==> config.mk <==
export PLATFORM = sky130hd
export DESIGN_NAME = qpwm_bank
export DESIGN_NICKNAME = d
export VERILOG_FILES = /design/src/rtl/qpwm_pkg.sv /design/src/rtl/qpwm_regfile.sv /design/src/rtl/qpwm_tick.sv /design/src/rtl/qpwm_channel.sv /design/src/rtl/qpwm_bank.sv
export SDC_FILE = /design/constraint.sdc
export NUM_CORES = 1
export LEC_CHECK = 0
export ABC_AREA = 0
export BUFFER_PORTS_ARGS = -buffer_cell sky130_fd_sc_hd__buf_2
export CAP_MARGIN = 20
export CELL_PAD_IN_SITES_DETAIL_PLACEMENT = 0
export CELL_PAD_IN_SITES_GLOBAL_PLACEMENT = 1
export CORE_MARGIN = 2
export CORE_UTILIZATION = 30
export CTS_BUF_LIST = sky130_fd_sc_hd__clkbuf_4 sky130_fd_sc_hd__clkbuf_8
export CTS_CLUSTER_DIAMETER = 100
export DETAILED_ROUTE_END_ITERATION = 8
export GPL_ROUTABILITY_DRIVEN = 0
export PLACE_DENSITY = 0.55
export SYNTH_ARGS = -nofsm -noshare
export SYNTH_HDL_FRONTEND = slang
export SYNTH_SLANG_ARGS = --single-unit
export TNS_END_PERCENT = 50
==> constraint.sdc <==
create_clock -name clk -period 2.4 [get_ports clk]
set_input_delay 0.36 -clock clk [delete_from_list [all_inputs] [get_ports clk]]
set_output_delay 0.36 -clock clk [all_outputs]
set_load 0.005 [all_outputs]
==> src/rtl/qpwm_pkg.sv <==
// Package for the quantized PWM bank: field widths and the per-channel
// configuration record shared by the register file and the channels.
package qpwm_pkg;

    // Width of the frequency code that selects the quantum length.
    localparam int FREQ_W       = 4;
    // Width of the duty code (high quanta minus one).
    localparam int DUTY_W       = 10;
    // Quantum length is QUANTUM_BASE minus the frequency code.
    localparam int QUANTUM_BASE = 32;
    // Width of the in-quantum cycle counter.
    localparam int QCNT_W       = $clog2(QUANTUM_BASE);

    // Settings of one channel as held in the registers.
    typedef struct packed {
        logic [FREQ_W-1:0] fcode;
        logic [DUTY_W-1:0] duty;
    } ch_cfg_t;

endpackage

==> src/rtl/qpwm_regfile.sv <==
// Register file of the PWM bank.
// Holds the duty and frequency registers of every channel and the shared
// enable register, and returns read data combinationally.
// Assumes: every channel pair lies below 2**ADDR_W, N_CH <= DATA_W,
// DATA_W = 8 so the frequency code occupies bits [7:4] of the high byte.
module qpwm_regfile
    import qpwm_pkg::*;
#(
    parameter int                N_CH      = 3,
    parameter int                ADDR_W    = 8,
    parameter int                DATA_W    = 8,
    parameter logic [ADDR_W-1:0] BASE_ADDR = 8'h60,
    parameter logic [ADDR_W-1:0] EN_ADDR   = 8'h66
) (
    input  logic                  clk,
    input  logic                  rst_n,
    input  logic [ADDR_W-1:0]     addr_i,
    input  logic [DATA_W-1:0]     wdata_i,
    input  logic                  we_i,
    output logic [DATA_W-1:0]     rdata_o,
    output ch_cfg_t [N_CH-1:0]    cfg_o,
    output logic [N_CH-1:0]       en_o
);

    // Bit positions inside the high byte of a channel pair.
    localparam int F_LSB     = DATA_W - FREQ_W;
    localparam int DHI_W     = DUTY_W - 8;

    ch_cfg_t [N_CH-1:0] cfg_q;
    logic    [N_CH-1:0] en_q;

    // Reserved write bits are simply dropped; keep them visibly consumed.
    logic unused_wdata;
    assign unused_wdata = ^wdata_i;

    // Shared enable register: one bit per channel.
    always_ff @(posedge clk) begin
        if (!rst_n) begin
            en_q <= '0;
        end else if (we_i && addr_i == EN_ADDR) begin
            en_q <= wdata_i[N_CH-1:0];
        end
    end

    genvar gi;
    generate
        for (gi = 0; gi < N_CH; gi++) begin : g_chreg
            localparam logic [ADDR_W-1:0] A_LO = ADDR_W'(BASE_ADDR + 2*gi);
            localparam logic [ADDR_W-1:0] A_HI = ADDR_W'(BASE_ADDR + 2*gi + 1);

            // Low byte of the duty code for this channel.
            always_ff @(posedge clk) begin
                if (!rst_n) begin
                    cfg_q[gi].duty[7:0] <= '0;
                end else if (we_i && addr_i == A_LO) begin
                    cfg_q[gi].duty[7:0] <= wdata_i[7:0];
                end
            end

            // High duty bits and frequency code for this channel.
            always_ff @(posedge clk) begin
                if (!rst_n) begin
                    cfg_q[gi].duty[DUTY_W-1:8] <= '0;
                    cfg_q[gi].fcode            <= '0;
                end else if (we_i && addr_i == A_HI) begin
                    cfg_q[gi].duty[DUTY_W-1:8] <= wdata_i[DHI_W-1:0];
                    cfg_q[gi].fcode            <= wdata_i[DATA_W-1:F_LSB];
                end
            end
        end
    endgenerate

    // Readback multiplexer; unmapped addresses and reserved bits give zero.
    always_comb begin
        rdata_o = '0;
        if (addr_i == EN_ADDR) begin
            rdata_o = DATA_W'(en_q);
        end
        for (int i = 0; i < N_CH; i++) begin
            if (addr_i == ADDR_W'(BASE_ADDR + 2*i)) begin
                rdata_o = cfg_q[i].duty[7:0];
            end
            if (addr_i == ADDR_W'(BASE_ADDR + 2*i + 1)) begin
                rdata_o = '0;
                rdata_o[DATA_W-1:F_LSB] = cfg_q[i].fcode;
                rdata_o[DHI_W-1:0]      = cfg_q[i].duty[DUTY_W-1:8];
            end
        end
    end

    assign cfg_o = cfg_q;
    assign en_o  = en_q;

endmodule

==> src/rtl/qpwm_tick.sv <==
// Quantum divider of one channel.
// Counts reference cycles and pulses tick_o on the last cycle of each
// quantum, where a quantum lasts (QUANTUM_BASE - fcode_i) cycles.
// Assumes: fcode_i is stable within a quantum (the caller only changes it
// on a tick or while clear_i is high).
module qpwm_tick
    import qpwm_pkg::*;
(
    input  logic              clk,
    input  logic              rst_n,
    input  logic              clear_i,
    input  logic [FREQ_W-1:0] fcode_i,
    output logic              tick_o
);

    logic [QCNT_W-1:0] qcnt_q;
    logic [QCNT_W-1:0] last_cnt;

    // Final count value of the current quantum.
    assign last_cnt = QCNT_W'(QUANTUM_BASE - 1) - QCNT_W'(fcode_i);

    // Quantum end strobe, suppressed while the channel restarts or is off.
    assign tick_o = !clear_i && (qcnt_q == last_cnt);

    // In-quantum cycle counter.
    always_ff @(posedge clk) begin
        if (!rst_n || clear_i) begin
            qcnt_q <= '0;
        end else if (tick_o) begin
            qcnt_q <= '0;
        end else begin
            qcnt_q <= qcnt_q + 1'b1;
        end
    end

endmodule

==> src/rtl/qpwm_channel.sv <==
// One PWM channel.
// Keeps a working copy of its settings, loaded when the channel starts and
// at each period boundary, counts quanta through a period of 2**DUTY_W
// quanta and drives the output high while the quantum index <= duty.
// Assumes: en_i and cfg_i come from registers in the same clock domain.
module qpwm_channel
    import qpwm_pkg::*;
(
    input  logic    clk,
    input  logic    rst_n,
    input  logic    en_i,
    input  ch_cfg_t cfg_i,
    output logic    pwm_o
);

    logic              running_q;
    logic              start;
    logic              tick;
    logic              period_end;
    logic [DUTY_W-1:0] qidx_q;
    ch_cfg_t           act_q;

    // First enabled cycle: counters clear and settings load.
    assign start      = en_i && !running_q;
    assign period_end = tick && (qidx_q == '1);

    qpwm_tick u_tick (
        .clk     (clk),
        .rst_n   (rst_n),
        .clear_i (!en_i || start),
        .fcode_i (act_q.fcode),
        .tick_o  (tick)
    );

    // Tracks whether the channel has passed its start cycle.
    always_ff @(posedge clk) begin
        if (!rst_n) begin
            running_q <= 1'b0;
        end else begin
            running_q <= en_i;
        end
    end

    // Quantum index within the period, wrapping at the boundary.
    always_ff @(posedge clk) begin
        if (!rst_n || !en_i || start) begin
            qidx_q <= '0;
        end else if (tick) begin
            qidx_q <= qidx_q + 1'b1;
        end
    end

    // Working settings, refreshed only at a start or a period boundary.
    always_ff @(posedge clk) begin
        if (!rst_n) begin
            act_q <= '0;
        end else if (start || period_end) begin
            act_q <= cfg_i;
        end
    end

    // Output: high for the first duty+1 quanta, forced low when disabled.
    assign pwm_o = en_i && running_q && (qidx_q <= act_q.duty);

endmodule

==> src/rtl/qpwm_bank.sv <==
// Top of the quantized PWM bank.
// Connects the register file to N_CH independent channels.
// Assumes: one reference clock, synchronous active-low reset, and a host
// that holds reg_addr stable while it samples reg_rdata.
module qpwm_bank
    import qpwm_pkg::*;
#(
    parameter int                N_CH      = 3,
    parameter int                ADDR_W    = 8,
    parameter int                DATA_W    = 8,
    parameter logic [ADDR_W-1:0] BASE_ADDR = 8'h60,
    parameter logic [ADDR_W-1:0] EN_ADDR   = 8'h66
) (
    input  logic              clk,
    input  logic              rst_n,
    input  logic [ADDR_W-1:0] reg_addr,
    input  logic [DATA_W-1:0] reg_wdata,
    input  logic              reg_we,
    output logic [DATA_W-1:0] reg_rdata,
    output logic [N_CH-1:0]   pwm_out
);

    ch_cfg_t [N_CH-1:0] cfg;
    logic    [N_CH-1:0] en_bits;

    qpwm_regfile #(
        .N_CH      (N_CH),
        .ADDR_W    (ADDR_W),
        .DATA_W    (DATA_W),
        .BASE_ADDR (BASE_ADDR),
        .EN_ADDR   (EN_ADDR)
    ) u_regs (
        .clk     (clk),
        .rst_n   (rst_n),
        .addr_i  (reg_addr),
        .wdata_i (reg_wdata),
        .we_i    (reg_we),
        .rdata_o (reg_rdata),
        .cfg_o   (cfg),
        .en_o    (en_bits)
    );

    genvar gc;
    generate
        for (gc = 0; gc < N_CH; gc++) begin : g_ch
            qpwm_channel u_ch (
                .clk   (clk),
                .rst_n (rst_n),
                .en_i  (en_bits[gc]),
                .cfg_i (cfg[gc]),
                .pwm_o (pwm_out[gc])
            );
        end
    endgenerate

endmodule

**Yosys cells after proc, flatten, opt, wreduce, memory -nomap -nowiden**

Index checks and enable logic that the tools add are counted.

- Flip-flop bits (word level): 135
- RAM bits: 0
- Memories: 0
- Latch bits: 0
- Output and inout port bits: 11
- Input bits: 19
- Bits in read-only memories: 0

- Equality and inequality tests: 13
- Multipliers: 0
- Bitwise gates (word level): 0
- Div/mod/pow operators: 0
- Reductions and logical operators: 50
- Order comparisons: 3
- Shift operators: 0
- Add/subtract/negate cells: 9
- Mux-type cells: 7

Operators with widths:

| kind | number |
|---|---|
| 8-bit by 7-bit equality test with 1-bit output (second input constant) | 7 |
| 8-bit 2-to-1 mux | 6 |
| 10-bit by 1-bit adder with 10-bit output (second input constant) | 3 |
| 10-bit equality test (second input constant) | 3 |
| 10-bit <= comparator | 3 |
| 1-bit logical AND | 22 |
| 5-bit by 1-bit adder with 5-bit output (second input constant) | 3 |
| 5-bit equality test | 3 |
| 1-bit logical OR | 15 |
| 5-bit by 4-bit subtractor with 5-bit output (first input constant) | 3 |
| 1-bit logical NOT | 10 |
| 2-bit OR reduction | 3 |
| 3-bit 2-to-1 mux | 1 |

**Logic depth before layout (Yosys ltp)**

Gate-level depths: netlist (run 1).

- Word-level depth: 8
- Mapped depth: 8
- Mapped depth without buffers: 7

**Hierarchy**

Synthesis (run 1) repeated with hierarchy kept, for this count alone.

- Cell total of the unflattened synthesis: 760
- Area, all modules: 6,830.3 um^2

Modules (own cells, without submodules):

| module | cells an instance | area each (um^2) | times used |
|---|---|---|---|
| qpwm_channel | 148 | 1,263.7 | 3 |
| qpwm_regfile | 238 | 2,198.4 | 1 |
| qpwm_tick | 26 | 280.3 | 3 |

**Worst setup path before layout (run 1)**

Ideal clock, no wire load.

- Path type: in2out
- Start point: input port reg_addr[0]
- End point: output port reg_rdata[6]
- Path buffers: 3
- Arrival: 1.652 ns
- Cell stages on the path: 6
- Slack: 0.388 ns
- Cells stage by stage: buf_2 buf_2 clkbuf_1 mux4_2 a22oi_1 nor2_1

- Cells in the longest elaborated chain, start to end: 7
- Elaborated cells on any way between the ends: 12
- Those cells by class: eq/ne (6); mux (6)

RTL lines:

| item | RTL line | text |
|---|---|---|
| start: declaration | qpwm_bank.sv:16 | `input logic [ADDR_W-1:0] reg_addr,` |
| 8-bit by 7-bit equality test with 1-bit output | qpwm_regfile.sv:80 | `if (addr_i == ADDR_W'(BASE_ADDR + 2*i)) begin` |
| 8-bit 2-to-1 mux | qpwm_regfile.sv:80 |  |
| 8-bit 2-to-1 mux | qpwm_regfile.sv:83 | `if (addr_i == ADDR_W'(BASE_ADDR + 2*i + 1)) begin` |
| 8-bit 2-to-1 mux | qpwm_regfile.sv:80 |  |
| 8-bit 2-to-1 mux | qpwm_regfile.sv:83 |  |
| 8-bit 2-to-1 mux | qpwm_regfile.sv:80 |  |
| 8-bit 2-to-1 mux * | qpwm_regfile.sv:83 |  |
| end: declaration | qpwm_bank.sv:19 | `output logic [DATA_W-1:0] reg_rdata,` |

Every way passes the cells marked *; elsewhere a longest branch is shown, timed or not.

**Final worst setup path (run 1)**

- Start point: register g_ch[0].u_ch.act_q[6] in the netlist's numbering
- End point: output port pwm_out[0]

- Cells in the longest elaborated chain, start to end: 2

RTL lines:

| item | RTL line | text |
|---|---|---|
| start: declaration | qpwm_channel.sv:21 | `ch_cfg_t act_q;` |
| start signal: assignment | qpwm_channel.sv:58 | `act_q <= cfg_i;` |
| 10-bit <= comparator | qpwm_channel.sv:63 | `assign pwm_o = en_i && running_q && (qidx_q <= act_q.duty);` |
| 1-bit logical AND | qpwm_channel.sv:63 |  |
| end: declaration | qpwm_bank.sv:20 | `output logic [N_CH-1:0] pwm_out` |

No other way between the ends.

==> flow_summary.yaml, run 1 <==
yosys:
  synth_most_common_cell: "dfxtp_1"
  synth_warnings: 0
  ys_types: 59
  netlist_instances: 765
  ys.flop_type: "dfxtp_1"
  synth_top_area_cell: "dfxtp_1"
  synth_edf_count: 0
  synthTopCellsByArea: "dfxtp_1 40%, nand3_1 6.9%, ha_1 6.7%, mux2i_1 6.0%, nand2_1 3.6%"
  ys_ff_latch: 135
  syn_area_um2: 6690
  netlist.area_leader.share_pct: 40.4
  syn_avg_cell_area_um2: 8.74
  async_reset_ff_share_pct: 0
  synth_nets: 820
  ys_seq_area_share_pct: 40.4
  synthTopCellsByCount: "135 x dfxtp_1, 92 x nand3_1, 65 x nand2_1"
min_path:
  hold_class: "primary input to flip-flop"
  whs_path_depth: 3
  min_to: "u_regs.cfg_o[31]"
  min_from: "reg_wdata[3]"
global_route:
  gr-total-overflow: 0
  grt_util_all_layers_pct: 15.5
  grt_pass1_vias: 5516
  grt_pass1_wl_um: 29200
  antenna_found_initial: 0
  grt_max_degree: 76
floorplanning:
  die_w_um: 153
  num_rows: 54
  coreArea_um2: 21800
  initial_core_util_pct: 30.6
  die_y_um: 153
  dieArea_um2: 23500
  ios: 30
clock_tree:
  tritoncts: "yes"
  cts_buffers: 17
  path_clk_slew_ns: 0.08
  clockBufferDepth: 2
  clock-sinks: 135
  clockRootBuffer: "clkbuf_8"
  clkLatencyLatePin_ns: 0.45
  htree_levels: 4
route:
  route.detailed.drc: 0
  routed_wl_um: 17700
  drt_first_iter_violations: 267
  wire_per_inst_um: 16.2
  drt-pass1-iter-count: 4
  ant_nets: 0
  via_per_inst: 4.96
  route.vias.total: 5410
place:
  hpwl_um: 12900
  portBuffers: 29
  post-place-ws_ns: 0.291
setup_path:
  cp_common_cell: "o21ai_1"
  worst-path-max-fanout: 2
  arrival_ns: 2.03
  criticalPathCategory: "flip-flop to output port"
  reg2reg_to: "g_ch[0].u_ch.act_q[8]"
  path_cells: "inv_2, ha_4, o21a_1, o211ai_1, o21ai_1, o21ai_1, and3_1, buf_2"
  cp-end-kind: "output port"
  crit_slowest_cell: "dfxtp_2"
  r2r_start: "g_ch[0].u_ch.u_tick.qcnt_q[0]"
  slowest_delay_ns: 0.34
  worst_setup_path_start_kind: "flip-flop"
  required_ns: 2.04
  rrSetupSlack_ns: 0.33
  reg2regPathDepth: 5
  cp-startpoint: "g_ch[0].u_ch.act_q[6]"
sta:
  slew_viol_final: 0
  layout_setup_ws_ns: 0.00646
  min_period_ns: 2.39
  timing.fmax_mhz: 418
  rsz0062_at_grt: "true"
  setup_violations: 0
  final-hold-violation-count: 0
  min_period_over_period_pct: 99.7
  maxSlewHeadroom_pct: 35.3
  worst_pin_slew_ns: 0.969
  clock_skew_ns: 0.0185
outcome:
  status: "finished clean"
final_layout:
  drive_above_1_share_pct: 19.3
  syn_to_final_growth_pct: 16.9
  diodes: 0
  nets: 852
  fill_cells: 2289
power:
  power_density_nw_per_um2: 536
  vdd_drop_max_mv: 0.315
  finalPower_mw: 4.19
  power.leakage_nw: 2.84
flow_run:
  max_cap_violations: 0
==> area by class of cell <==
| class | count | area (µm²) | area share (%) |
|---|---|---|---|
| Clock inverter | 13 | 123 | 1.57 |
| Tap cell | 280 | 350 | 4.48 |
| Sequential cell | 135 | 2740 | 35.1 |
| Timing Repair Buffer | 51 | 325 | 4.16 |
| Multi-Input combinational cell | 552 | 3880 | 49.6 |
| Inverter | 40 | 150 | 1.92 |
| Clock buffer | 19 | 249 | 3.19 |
==> routing by layer <==
metal | vias up | part of all wire, % | global-route usage (%)
met5 | - | 0 | 0
met1 | 2588 | 48 | 19.8
met3 | 19 | 2.7 | 2.98
met2 | 64 | 48 | 26.5
li1 | 2739 | - | -
met4 | 0 | 1.6 | 4.85
==> where the power goes <==
part | internal, mW | switching [mW] | total, mW
combinational | 0.0423 | 0.0892 | 0.131
clock | 0.851 | 0.966 | 1.82
sequential | 2.24 | 0.00107 | 2.24
==> repair_timing <==
action | in CTS | in global routing
pin swaps | 16 | 5
gates resized for setup | 42 | 17
endpoints found under the setup margin | 3 | 3
setup buffers | 4 | 0
hold buffers | 0 | 0
==> how the worst max path moves through the flow <==
stage | end | slack [ns] | depth (start not counted)
after floorplan | reg_rdata[6] | 0.39 | 6
after global placement | pwm_out[1] | 0.31 | 8
after detailed placement | pwm_out[1] | 0.29 | 8
after CTS | pwm_out[0] | -0.01 | 8
after global routing | pwm_out[1] | -0.08 | 8
final | pwm_out[0] | 0.006 | 8
==> registers in the layout (all words and copies together) (netlist names) <==
name / cells
u_regs.en_o: 3
g_ch.u_ch.running_q: 3
g_ch.u_ch.act_q: 42
g_ch.u_ch.u_tick.qcnt_q: 15
u_regs.cfg_o: 42
g_ch.u_ch.qidx_q: 30
==> cells in the final DEF (no fill, tap or decap), types with 6 or more instances in the layout <==
cell and n:
buf_2 28, nand4_1 18, a21oi_1 13, dfxtp_2 24
o21ai_0 30, nand2_1 65, xnor2_1 23, clkbuf_8 17
nor4_1 11, ha_1 23, and3_1 7, mux2i_1 40
inv_1 36, ha_4 13, nor2b_1 38, dfxtp_1 109
nor2_1 54, o21ai_1 22, nor3_1 6, xor2_1 21
buf_4 22, nand3_1 91
==> stage by stage <==
step	utilization (%)	area (µm²)	cells	hold slack (ns)	setup TNS (ns)
2_1_floorplan	-	6690	765	0.434	0
3_3_place_gp	32.9	7170	1054	0.452	0
3_5_place_dp	32.9	7170	1054	0.449	0
4_1_cts	35.5	7750	1090	0.218	-0.00968
5_1_grt	35.8	7820	1090	0.225	-0.155
6_report	35.8	7820	1090	0.243	0
==> kinds of logic (layout without fill, tap and decap cells) <==
logic type / after synthesis / after routing / synth area share [%]
and+or+nand+nor: 325 / 325 / 25.2
DFF: 135 / 135 / 40.4
AOI/OAI and AO/OA: 97 / 97 / 8.70
buffers and inverters: 78 / 123 / 4.79
muxes: 49 / 49 / 8.18
xor gates and xnor gates: 45 / 45 / 6.01
adders and majority gates: 36 / 36 / 6.74
==> worst max-delay path: cells and delay by family (launching register included) <==
kind            cells  cell delay (ns)
buf+inv             2             0.16
fa+ha+maj           1             0.21
compound gates      4             0.71
flops               1             0.34
simple gates        1             0.19
Note: power is estimated with default switching activity, not from simulation.
==> inputs of run 2 (changes only) <==
SETUP_SLACK_MARGIN = 0.2   (was default)
==> run 2 against run 1 <==
  * Final cell count grew 0.64%
  * Clock skew grew 0.0012 ns
  * Maximum frequency grew 0.60%
  * Cell area grew 3.0%
  * Clock-buffer cell count is the same
  * First-iteration DRC count grew 0.75%
  * Setup slack gained 0.014 ns
  * Combinational power is essentially flat
  * Via count grew 1.0%
  * Routed wire length grew 2.0%
  * Sequential share of layout area shrank 0.68 points
  * Largest power group unchanged
==> flow_summary.yaml, run 2 (synthesis results as in run 1) <==
floorplanning:
  die_y_um: 153
  num_rows: 54
  ios: 30
  initial_core_util_pct: 30.6
  dieArea_um2: 23500
  die_w_um: 153
  coreArea_um2: 21800
power:
  vdd_drop_max_mv: 0.315
  pwr-share-seq_pct: 53.3
  p_sw_mw: 1.06
  swShare_pct: 25.4
  power.leakage_nw: 2.92
  intPower_mw: 3.12
  power_density_nw_per_um2: 520
  pwr-share-clk_pct: 43.6
  p_comb_share_pct: 3.2
sta:
  final-hold-violation-count: 0
  setup_violations: 0
  rsz0062_at_grt: "true"
  min_period_over_period_pct: 99.1
  layout_setup_ws_ns: 0.0208
  timing.fmax_mhz: 420
  maxSlewHeadroom_pct: 61.6
  worst_pin_slew_ns: 0.573
  min_period_ns: 2.38
  clock_skew_ns: 0.0198
  slew_viol_final: 0
final_layout:
  final_util_pct: 36.9
  diodes: 0
  fill_cells: 2261
  syn_to_final_growth_pct: 20.4
  final_common_cell: "dfxtp_1"
  drive_above_1_share_pct: 24.4
  nets: 859
  layout_common_cells: "98 x dfxtp_1, 91 x nand3_1, 65 x nand2_1"
place:
  hpwl_um: 12900
  portBuffers: 29
  post-place-ws_ns: 0.291
global_route:
  met2_usage_pct: 26.8
  gr-total-overflow: 0
  grt_util_all_layers_pct: 15.7
  met3_usage_pct: 3.06
  met1_usage_pct: 19.8
  grt_pass1_wl_um: 29500
  grt_max_degree: 76
  grt.busiest_layer: "met2"
  grt_pass1_vias: 5567
  antenna_found_initial: 0
setup_path:
  criticalPathCategory: "flip-flop to output port"
  required_ns: 2.04
  cp-end-kind: "output port"
  rrSetupSlack_ns: 0.39
  cp_num_buf_inv: 2
  crit_slowest_cell: "dfxtp_2"
  arrival_ns: 2.02
  path_cells: "inv_2, ha_4, nor2b_4, o2111ai_2, a311oi_2, o21ai_2, and3_1, buf_2"
  worst-path-max-fanout: 2
  crit_family: "compound AO/OA/AOI/OAI gates"
  reg2regPathDepth: 5
  slowest_delay_ns: 0.34
  worst_setup_path_start_kind: "flip-flop"
  crit_cells: 8
outcome:
  status: "finished clean"
clock_tree:
  cts_buffers: 17
  path_clk_slew_ns: 0.08
  clock-sinks: 135
  htree_levels: 4
  clockBufferDepth: 2
  clkLatencyLatePin_ns: 0.45
  clockRootBuffer: "clkbuf_8"
  cts.hold.buffers_added: 0
  tritoncts: "yes"
route:
  via_per_inst: 4.98
  drt_first_iter_violations: 269
  ant_nets: 0
  route.detailed.drc: 0
  wire_per_inst_um: 16.4
  routed_wl_um: 18000
  drt-pass1-iter-count: 4
  route.vias.total: 5465
min_path:
  whs_path_depth: 3
  hold_class: "primary input to flip-flop"
flow_run:
  max_cap_violations: 0
-- run 2: changes by cell type in the layout (fill, tap and decap cells not counted), sizes merged --
| cell | previous run | this run |
|---|---|---|
| clkbuf | 19 | 20 |
| buf | 51 | 57 |
-- run 2: power groups by stage --
stage	logic [mW]	registers, mW	clock network [mW]
after global routing	0.143	2.23	1.98
final	0.133	2.23	1.82
after detailed placement	0.131	2.29	0
after floorplan	0.0761	2.29	0
after CTS	0.132	2.24	1.88
after global placement	0.130	2.29	0
-- run 2: worst reg2reg max path, stage by stage (launching register included) --
cell	delay, ns
dfxtp_1	0.41
xor2_1	0.22
nand4_2	0.27
or2_1	0.41
or4_1	0.50
a21oi_1	0.14
-- run 2: stage by stage --
step | TNS, ns | power [mW] | std cells | hold slack (ns) | cell area (µm²)
after floorplan | 0 | 2.37 | 765 | 0.434 | 6690
after global placement | 0 | 2.42 | 1054 | 0.452 | 7170
after detailed placement | 0 | 2.42 | 1054 | 0.449 | 7170
after CTS | -0.00968 | 4.25 | 1090 | 0.218 | 7790
after global routing | -0.191 | 4.35 | 1097 | 0.225 | 8050
final | 0 | 4.19 | 1097 | 0.244 | 8050
-- run 2: cell type report --
| class | instances | area, µm² | share of cell area (%) |
|---|---|---|---|
| clock buffers | 19 | 249 | 3.09 |
| clock inverters | 13 | 123 | 1.52 |
| inverters | 40 | 150 | 1.86 |
| multi-input cells | 552 | 4030 | 50.1 |
| flip-flops and latches | 135 | 2770 | 34.4 |
| well taps | 280 | 350 | 4.35 |
| repair buffers | 58 | 380 | 4.72 |
-- run 2: final timing paths --
path	from	to
worst min-delay path	reg_wdata[3]	u_regs.cfg_o[31]
worst min register to register	g_ch[1].u_ch.act_q[5]	g_ch[1].u_ch.act_q[5]
worst max-delay path	g_ch[0].u_ch.act_q[1]	pwm_out[0]
worst max register to register	g_ch[0].u_ch.u_tick.qcnt_q[0]	g_ch[0].u_ch.qidx_q[9]
-- run 2: what timing repair did --
action | in CTS | in global routing
cloned | 0 | 0
pin swaps | 18 | 17
buffers inserted | 4 | 7
endpoints found under the setup margin | 3 | 9
resized for setup | 52 | 52
-- run 2: per-layer routing --
layer	part of all wire, %	up-vias	routed length, µm
li1	-	2757	-
met1	48	2618	8600
met2	48	69	8680
met3	2.3	21	422
met4	1.8	0	319
met5	0	-	0
